<file path="src/rtl/hbox_pkg.sv">
package hbox_pkg;

  typedef enum logic [1:0] {
    SEL_LO  = 2'd0,
    SEL_HI  = 2'd1,
    SEL_LBL = 2'd2,
    SEL_EN  = 2'd3
  } hbox_sel_e;

  // strobes from control to datapath
  typedef struct packed {
    logic ldLo;
    logic ldHi;
    logic ldLbl;
    logic ldEn;
    logic capture;
  } hbox_ctl_t;

endpackage

</file>
<file path="src/rtl/hbox_ctrl.sv">
module hbox_ctrl
  import hbox_pkg::*;
(
  input  logic      inVld,
  input  logic      wrEn,
  input  logic [1:0] wrSel,
  output hbox_ctl_t ctl
);

  hbox_sel_e sel;

  always_comb begin
    sel         = hbox_sel_e'(wrSel);
    ctl         = '0;
    ctl.capture = inVld;
    if (wrEn) begin
      unique case (sel)
        SEL_LO:  ctl.ldLo  = 1'b1;
        SEL_HI:  ctl.ldHi  = 1'b1;
        SEL_LBL: ctl.ldLbl = 1'b1;
        SEL_EN:  ctl.ldEn  = 1'b1;
        default: ctl       = ctl;
      endcase
    end
  end

endmodule

</file>
<file path="src/rtl/hbox_match.sv">
module hbox_match #(
  parameter int NUM_ATTR = 4,
  parameter int VAL_W    = 8
) (
  input  logic [NUM_ATTR-1:0][VAL_W-1:0] vec,
  input  logic [NUM_ATTR-1:0][VAL_W-1:0] lo,
  input  logic [NUM_ATTR-1:0][VAL_W-1:0] hi,
  input  logic                           en,
  output logic                           hit
);

  logic [NUM_ATTR-1:0] inWin;

  for (genvar p = 0; p < NUM_ATTR; p++) begin : g_attr
    assign inWin[p] = (vec[p] >= lo[p]) && (vec[p] <= hi[p]);
  end

  assign hit = en && (&inWin);

endmodule

</file>
<file path="src/rtl/hbox_datapath.sv">
module hbox_datapath
  import hbox_pkg::*;
#(
  parameter int NUM_BOX  = 8,
  parameter int NUM_ATTR = 4,
  parameter int VAL_W    = 8,
  parameter int LBL_W    = 3,
  localparam int BOX_IW  = (NUM_BOX  > 1) ? $clog2(NUM_BOX)  : 1,
  localparam int ATTR_IW = (NUM_ATTR > 1) ? $clog2(NUM_ATTR) : 1
) (
  input  logic                      clk,
  input  logic                      rstN,
  input  hbox_ctl_t                 ctl,
  input  logic [NUM_ATTR*VAL_W-1:0] inVec,
  input  logic [BOX_IW-1:0]         wrBox,
  input  logic [ATTR_IW-1:0]        wrAttr,
  input  logic [VAL_W-1:0]          wrData,
  output logic                      outVld,
  output logic                      outHit,
  output logic [LBL_W-1:0]          outClass,
  output logic [BOX_IW-1:0]         outBox
);

  logic [NUM_ATTR-1:0][VAL_W-1:0] loMem  [NUM_BOX];
  logic [NUM_ATTR-1:0][VAL_W-1:0] hiMem  [NUM_BOX];
  logic [LBL_W-1:0]               lblMem [NUM_BOX];
  logic [NUM_BOX-1:0]             enMem;
  logic [NUM_ATTR-1:0][VAL_W-1:0] vecArr;
  logic [NUM_BOX-1:0]             boxHit;
  logic                           anyHit;
  logic [BOX_IW-1:0]              winIdx;

  assign vecArr = inVec;

  // region storage
  always_ff @(posedge clk or negedge rstN) begin
    if (!rstN) begin
      for (int b = 0; b < NUM_BOX; b++) begin
        loMem[b]  <= '0;
        hiMem[b]  <= '0;
        lblMem[b] <= '0;
      end
      enMem <= '0;
    end else begin
      if (ctl.ldLo)  loMem[wrBox][wrAttr] <= wrData;
      if (ctl.ldHi)  hiMem[wrBox][wrAttr] <= wrData;
      if (ctl.ldLbl) lblMem[wrBox]        <= wrData[LBL_W-1:0];
      if (ctl.ldEn)  enMem[wrBox]         <= wrData[0];
    end
  end

  // one window comparator set per box
  for (genvar b = 0; b < NUM_BOX; b++) begin : g_box
    hbox_match #(
      .NUM_ATTR(NUM_ATTR),
      .VAL_W   (VAL_W)
    ) u_match (
      .vec(vecArr),
      .lo (loMem[b]),
      .hi (hiMem[b]),
      .en (enMem[b]),
      .hit(boxHit[b])
    );
  end

  // lowest index wins
  always_comb begin
    anyHit = |boxHit;
    winIdx = '0;
    for (int b = NUM_BOX - 1; b >= 0; b--) begin
      if (boxHit[b]) winIdx = BOX_IW'(b);
    end
  end

  always_ff @(posedge clk or negedge rstN) begin
    if (!rstN) begin
      outVld   <= 1'b0;
      outHit   <= 1'b0;
      outClass <= '0;
      outBox   <= '0;
    end else begin
      outVld <= ctl.capture;
      if (ctl.capture) begin
        outHit   <= anyHit;
        outClass <= anyHit ? lblMem[winIdx] : '0;
        outBox   <= anyHit ? winIdx : '0;
      end
    end
  end

endmodule

</file>
<file path="src/rtl/hbox_classifier.sv">
module hbox_classifier
  import hbox_pkg::*;
#(
  parameter int NUM_BOX  = 8,
  parameter int NUM_ATTR = 4,
  parameter int VAL_W    = 8,
  parameter int LBL_W    = 3,
  localparam int BOX_IW  = (NUM_BOX  > 1) ? $clog2(NUM_BOX)  : 1,
  localparam int ATTR_IW = (NUM_ATTR > 1) ? $clog2(NUM_ATTR) : 1
) (
  input  logic                      clk,
  input  logic                      rstN,
  input  logic                      inVld,
  input  logic [NUM_ATTR*VAL_W-1:0] inVec,
  input  logic                      wrEn,
  input  logic [BOX_IW-1:0]         wrBox,
  input  logic [ATTR_IW-1:0]        wrAttr,
  input  logic [1:0]                wrSel,
  input  logic [VAL_W-1:0]          wrData,
  output logic                      outVld,
  output logic                      outHit,
  output logic [LBL_W-1:0]          outClass,
  output logic [BOX_IW-1:0]         outBox
);

  hbox_ctl_t ctl;

  hbox_ctrl u_ctrl (
    .inVld(inVld),
    .wrEn (wrEn),
    .wrSel(wrSel),
    .ctl  (ctl)
  );

  hbox_datapath #(
    .NUM_BOX (NUM_BOX),
    .NUM_ATTR(NUM_ATTR),
    .VAL_W   (VAL_W),
    .LBL_W   (LBL_W)
  ) u_dp (
    .clk     (clk),
    .rstN    (rstN),
    .ctl     (ctl),
    .inVec   (inVec),
    .wrBox   (wrBox),
    .wrAttr  (wrAttr),
    .wrData  (wrData),
    .outVld  (outVld),
    .outHit  (outHit),
    .outClass(outClass),
    .outBox  (outBox)
  );

endmodule

</file>
<file path="config.mk">
export PLATFORM = sky130hd
export DESIGN_NAME = hbox_classifier
export DESIGN_NICKNAME = d
export VERILOG_FILES = /design/src/rtl/hbox_pkg.sv /design/src/rtl/hbox_ctrl.sv /design/src/rtl/hbox_match.sv /design/src/rtl/hbox_datapath.sv /design/src/rtl/hbox_classifier.sv
export SDC_FILE = /design/constraint.sdc
export NUM_CORES = 1
export LEC_CHECK = 0
export BUFFER_PORTS_ARGS = -buffer_cell sky130_fd_sc_hd__buf_2
export CORE_MARGIN = 2
export CORE_UTILIZATION = 60
export CTS_BUF_LIST = sky130_fd_sc_hd__clkbuf_4 sky130_fd_sc_hd__clkbuf_8
export DETAILED_ROUTE_END_ITERATION = 16
export PLACE_DENSITY = 0.8
export REMOVE_ABC_BUFFERS = 1
export SLEW_MARGIN = 10
export SYNTH_ARGS = -nofsm -noshare
export SYNTH_HDL_FRONTEND = slang
export SYNTH_HIERARCHICAL = 1
export SYNTH_SLANG_ARGS = --single-unit
</file>
<file path="constraint.sdc">
create_clock -name clk -period 3.1 [get_ports clk]
set_input_delay 0.465 -clock clk [delete_from_list [all_inputs] [get_ports clk]]
set_output_delay 0.465 -clock clk [all_outputs]
set_load 0.01 [all_outputs]
</file>
==> results of run 1 <==
==> path summary, 6_finish.rpt <==
| check | startpoint | end | cells past startpoint |
|---|---|---|---|
| worst min register to register | u_dp/hiMem[123] | u_dp/hiMem[123] | 1 |
| worst max-delay path | u_dp/loMem[136] | u_dp/outClass[0] | 13 |
| worst max register to register | u_dp/loMem[136] | u_dp/outClass[0] | 13 |
| min in group asynchronous | rstN | u_dp/hiMem[198] | 2 |
| max in group asynchronous | rstN | u_dp/hiMem[184] | 3 |
| worst min-delay path | inVld | u_dp/outClass[2] | 2 |
==> cell usage after synthesis (all sizes together) (9+ instances only) <==
library cell,count
and3,20
nand4,58
buf,11
ha,512
nand2b,43
inv,487
o211ai,34
dfrtp,552
nor2b,36
a31oi,24
o31ai,11
o21a,16
nor2,78
and2,9
or3b,10
a21oi,123
a21o,49
o21ai,73
a211o,24
nand2,103
a221oi,17
mux2,545
and4,24
nor3,12
or2,10
clkbuf,71
nand3,15
==> per-stage QoR <==
| stage | hold WS [ps] | setup TNS (ps) |
|---|---|---|
| global route | 104.0 | -1015 |
| floorplan | 169.4 | -305.9 |
| detailed placement | 492.9 | -4723 |
| finish | 96.28 | -443.6 |
| CTS | 32.24 | -518.0 |
| global placement | 487.1 | -4294 |
==> cell type report <==
cell class,instances,area share [%]
tap,756,2.377
clock buffer,146,4.626
timing repair buffer,327,6.770
inverter,487,4.594
multi-input combinational,1934,46.42
sequential,552,34.71
clock inverter,22,0.4717
antenna,4,0.02516
==> routing by layer <==
metal  global-route usage (%)  part of all wire (%)
met1                    39.39                    40
met2                    54.21                    48
met4                    19.28                   5.5
met3                    5.196                   6.5
met5                        0                     0
==> registers in the layout (all words and copies together), names as in the netlist <==
register       count
u_dp/loMem       256
u_dp/outVld        1
u_dp/lblMem       24
u_dp/outBox        3
u_dp/outHit        1
u_dp/outClass      3
u_dp/hiMem       256
u_dp/enMem         8
==> cells by family (layout without fill, tap and decap cells) <==
| kind of cell | Yosys count | in the layout | synth area share (%) |
|---|---|---|---|
| buffers and inverters | 569 | 982 | 6.334 |
| muxes | 550 | 550 | 18.18 |
| other | 0 | 4 | 0 |
| AOI/OAI and AO/OA | 428 | 428 | 8.485 |
| and+or+nand+nor | 444 | 444 | 7.595 |
| DFF | 552 | 552 | 40.59 |
| adders and majority gates | 512 | 512 | 18.82 |
==> power by group through the flow <==
stage | registers, mW | clock network [mW] | logic, mW
4_1_cts | 8.18 | 7.17 | 3.81
5_1_grt | 8.26 | 7.53 | 4.32
2_1_floorplan | 8.18 | 0 | 2.11
3_3_place_gp | 8.26 | 0 | 3.40
3_5_place_dp | 8.31 | 0 | 3.70
6_report | 8.20 | 7.08 | 3.93
==> timing repair <==
item | in CTS | in global routing
setup endpoints to repair | 7 | 7
pin swaps | 21 | 26
gates cloned | 0 | 0
endpoints found under the hold margin | 70 | 0
hold buffers | 2 | 0
gates resized for setup | 41 | 36
buffers inserted | 5 | 5
==> reports/qor.yml, run 1 <==
status: "finished with violations"
violations: "setup timing"
cp_max_fo: 7
p_leak_nw: 19.18
synthCells: 3055
synth_edf_count: 0
finalInstanceArea_um2: 39790
layout-drive-gt1-share_pct: 33.28
yosys.area.top_type_share_pct: 40.59
netlist-cell-type-count: 59
num_rows: 87
io-pin-count: 59
critPathMaxStageDelay_ps: 410
holdCritPathClass: "primary input to register"
area_growth_pct: 16.91
instances_no_fill: 4228
fmax_mhz: 302.7
routed_wl_mm: 94.62
crit_slowest_cell: "dfrtp_1"
clock_latency_ps: 720
htreeDepth: 3
first_pass_iters: 5
synthesis.area_um2: 34040
ant_nets: 0
grt_setup_unrepaired: "true"
max_cap_violations: 0
portBuffers: 58
initial_utilization_pct: 60.48
finish.utilization_pct: 70.70
dp.cells: 4045
drt-initial-drc-count: 1772
crit_type: "register to register"
overflow: 0
clock-root-buffer: "clkbuf_8"
cp.buffers_inverters: 4
finalCritPeriodShare_pct: 106.6
final-seq-area_um2: 13810
finalPower_mw: 19.21
final-setup-viol-count: 4
cpMostUsedCell: "buf_4"
grt_max_degree: 92
p_switching_mw: 5.598
swShare_pct: 29.13
arrival_ps: 3900
cp_top_family: "compound AO/OA/AOI/OAI gates"
fp.dieW_um: 242.2
die_area_um2: 58650
multi_input_area_um2: 18470
post-place-ws_ps: -892.8
async_flop_share_pct: 100.0
crit_required_ps: 3700
seq_area_frac_synth_pct: 40.59
numCtsBuffers: 94
worstMarginPinSlew_ps: 1094
powerDensity_nw_per_um2: 482.9
synth-seq-cells: 552
clkPwrFrac_pct: 36.9
slew_headroom_pct: 27.09
max-vdd-ir-drop_v: 0.0003468
antenna_found_initial: 4
gp_congestion: 0.9018
crit_path_start_kind: "register"
grt_use_total_pct: 32.31
synth_area_leaders: "dfrtp_1 41%, ha_1 19%, mux2_2 18%"
dp_hpwl_mm: 63.35
drc: 0
fin_nets: 3959
slew_violations: 0
p_seq_share_pct: 42.7
vias: 25760
cp_cell_sequence: "ha_1 > nand2b_1 > a31oi_1 > o31ai_2 > buf_4 > nand4_1 > nor4b_4 > buf_4 > inv_1 > o311ai_1 > buf_4 > a41o_1 > o32ai_4"
grt_pass1_vias: 28120
timing.final.crit_period_ps: 3304
reg2reg_slack_ps: -200
grt_pass1_wl_mm: 148.6
hold_violations: 0
tritoncts: "done"
avgSynthCellArea_um2: 11.14
fp.coreArea_um2: 56280
p_int_mw: 13.62
yosysTopAreaCell: "dfrtp_1"
synth_ff_type: "dfrtp_1"
clockBufferDepth: 3
clock_sinks: 552
place_area_um2: 37260
pwr-share-comb_pct: 20.5
layout_commonest_cell: "dfrtp_1"
cts.reportedPaths.clkPinSlew_ps: 60
finClkSkew_ps: 27.72
crit_path_end_kind: "register"
fin_ws_ps: -204.1
mostFrequentLayoutCells: "552 x dfrtp_1, 545 x mux2_2, 501 x ha_1"
fillCellCount: 3751
wl_per_cell_um: 22.38
routed_via_density: 6.092
die_h_um: 242.2
ys_warn_count: 6
No activity file was read; power rests on OpenSTA's default activity.
==> run 2, diff against run 1 <==
--- a/config.mk
+++ b/config.mk
@@ -10,6 +10,7 @@
 export CORE_UTILIZATION = 60
 export CTS_BUF_LIST = sky130_fd_sc_hd__clkbuf_4 sky130_fd_sc_hd__clkbuf_8
 export DETAILED_ROUTE_END_ITERATION = 16
+export HOLD_SLACK_MARGIN = 0.12
 export PLACE_DENSITY = 0.8
 export REMOVE_ABC_BUFFERS = 1
 export SLEW_MARGIN = 10
==> run 2 against run 1 <==
The run still ends with setup timing left. Design area is essentially flat. Routed wire length shrank 0.13%. Worst hold slack lost 86 ps. Final cell count is essentially flat. Largest cell class unchanged. Non-clock buffer count shrank 1. First-iteration DRC count grew 3.6%.
==> reports/qor.yml, run 2 (synthesis gave the netlist of run 1 again) <==
layout_commonest_cell: "dfrtp_1"
finClkSkew_ps: 28.34  # +0.6188 ps
p_leak_nw: 19.18  # about the same
slew_violations: 0  # unchanged
grt_max_degree: 92  # unchanged
finalCritPeriodShare_pct: 106.4  # -0.22 points
die_h_um: 242.2  # unchanged
clock_latency_ps: 720  # about the same
num_rows: 87  # unchanged
numCtsBuffers: 94  # unchanged
wl_per_cell_um: 22.36  # -0.10%
fp.coreArea_um2: 56280  # unchanged
final-setup-viol-count: 4  # unchanged
dp_hpwl_mm: 63.35  # unchanged
p_int_mw: 13.62  # about the same
portBuffers: 58  # unchanged
initial_utilization_pct: 60.48  # unchanged
clock_sinks: 552  # unchanged
swShare_pct: 29.07  # -0.060 points
finish.utilization_pct: 70.69  # about the same
grt_pass1_wl_mm: 148.6  # about the same
hold_violations: 0  # unchanged
violations: "setup timing"
io-pin-count: 59  # unchanged
clkPwrFrac_pct: 36.8  # about the same
arrival_ps: 3890  # about the same
crit_type: "register to register"
fin_ws_ps: -197.3  # +6.785 ps
die_area_um2: 58650  # unchanged
routed_via_density: 6.088  # about the same
mostFrequentLayoutCells: "552 x dfrtp_1, 545 x mux2_2, 501 x ha_1"
tritoncts: "done"
status: "finished with violations"
htreeDepth: 3  # unchanged
instances_no_fill: 4227  # -0.024%
timing.final.crit_period_ps: 3297  # -6.785 ps
fp.dieW_um: 242.2  # unchanged
top_usage_layer: "met2"
crit_path_start_kind: "register"
dp.cells: 4045  # unchanged
worstMarginPinSlew_ps: 1089  # -4.184 ps
use_met1_pct: 39.37  # about the same
cp_max_fo: 7  # unchanged
area_growth_pct: 16.88  # about the same
grt_setup_unrepaired: "true"
fillCellCount: 3752  # +0.027%
finalPower_mw: 19.20  # about the same
overflow: 0  # unchanged
fmax_mhz: 303.3  # +0.21%
drc: 0  # unchanged
top_regs: "u_dp/hiMem (256), u_dp/loMem (256), u_dp/lblMem (24)"
clock-root-buffer: "clkbuf_8"
powerDensity_nw_per_um2: 482.6  # about the same
antenna_found_initial: 4  # unchanged
gp_congestion: 0.9018  # unchanged
ctsHoldBuffers: 1  # -1
p_seq_share_pct: 42.7  # about the same
use_met3_pct: 5.196  # unchanged
routed_wl_mm: 94.50  # -0.13%
timing.hold.ws_ps: 10.34  # -85.94 ps
p_switching_mw: 5.581  # -0.29%
grt_use_total_pct: 32.30  # about the same
first_pass_iters: 5  # unchanged
vias: 25730  # -0.082%
holdCritPathClass: "primary input to register"
slew_headroom_pct: 27.37  # +0.28 points
pwr-share-comb_pct: 20.5  # about the same
max-vdd-ir-drop_v: 0.0003473  # +0.15%
clockBufferDepth: 3  # unchanged
layout-drive-gt1-share_pct: 33.29  # about the same
grt_util_met2_pct: 54.21  # unchanged
crit_path_end_kind: "register"
drt-initial-drc-count: 1835  # +3.6%
max_cap_violations: 0  # unchanged
fin_nets: 3958  # -0.025%
crit_required_ps: 3690  # about the same
grt_pass1_vias: 28120  # -0.011%
ant_nets: 0  # unchanged
cts.reportedPaths.clkPinSlew_ps: 60  # about the same
-- run 2: routing by layer --
layer	share of wire (%)	wire length [um]	up-vias
met1	40	37680	12970
met2	48	45610	980
met3	6.5	6127	319
met5	0	0	-
met4	5.4	5084	0
li1	-	-	11470
-- run 2: timing repair --
item | CTS | global route
gates resized for setup | 41 | 36
setup buffers | 5 | 5
setup endpoints to repair | 7 | 7
pin swaps | 21 | 26
hold endpoints to repair | 77 | 3
-- run 2: layout make-up --
cell class,count,area (um2),area share [%]
flip-flops and latches,552,13810,34.72
diodes,4,10.01,0.02516
multi-input cells,1934,18470,46.43
clock buffers,146,1841,4.627
repair buffers,326,2684,6.747
well taps,756,945.9,2.378
inverters,487,1828,4.595
clock inverters,22,187.7,0.4718
-- run 2: power by group through the flow --
stage | Sequential, mW | Combinational (mW) | Clock (mW)
global route | 8.26 | 4.32 | 7.53
global placement | 8.26 | 3.40 | 0
floorplan | 8.18 | 2.11 | 0
CTS | 8.18 | 3.81 | 7.17
detailed placement | 8.31 | 3.70 | 0
finish | 8.20 | 3.93 | 7.07
-- run 2: metrics by stage --
| step | setup slack, ps | area (um2) | setup TNS, ps |
|---|---|---|---|
| after floorplan | -125.5 | 33710 | -305.9 |
| after global placement | -780.6 | 37260 | -4294 |
| after detailed placement | -892.8 | 37260 | -4723 |
| after CTS | -124.1 | 39550 | -519.0 |
| after global routing | -283.5 | 39780 | -1015 |
| final | -197.3 | 39780 | -429.4 |
-- run 2: worst max-delay path, stage by stage (launching register included) --
cell      delay [ps]
dfrtp_1          410
ha_1             300
nand2b_1         130
a31oi_1          110
o31ai_2          330
buf_4            180
nand4_1          260
nor4b_4          370
buf_4            170
inv_1             60
o311ai_1         290
buf_4            220
a41o_1           240
o32ai_4           90
-- run 2: path summary, 6_finish.rpt --
kind                            slack, ps       startpoint  cells after the start               end
worst min register to register        500  u_dp/hiMem[123]                      1   u_dp/hiMem[123]
max in group asynchronous            1740             rstN                      3  u_dp/outClass[1]
worst max-delay path                 -200  u_dp/loMem[136]                     13  u_dp/outClass[0]
worst min-delay path                   10            inVld                      1       u_dp/outVld
min in group asynchronous             380             rstN                      2   u_dp/hiMem[198]
worst max register to register       -200  u_dp/loMem[136]                     13  u_dp/outClass[0]
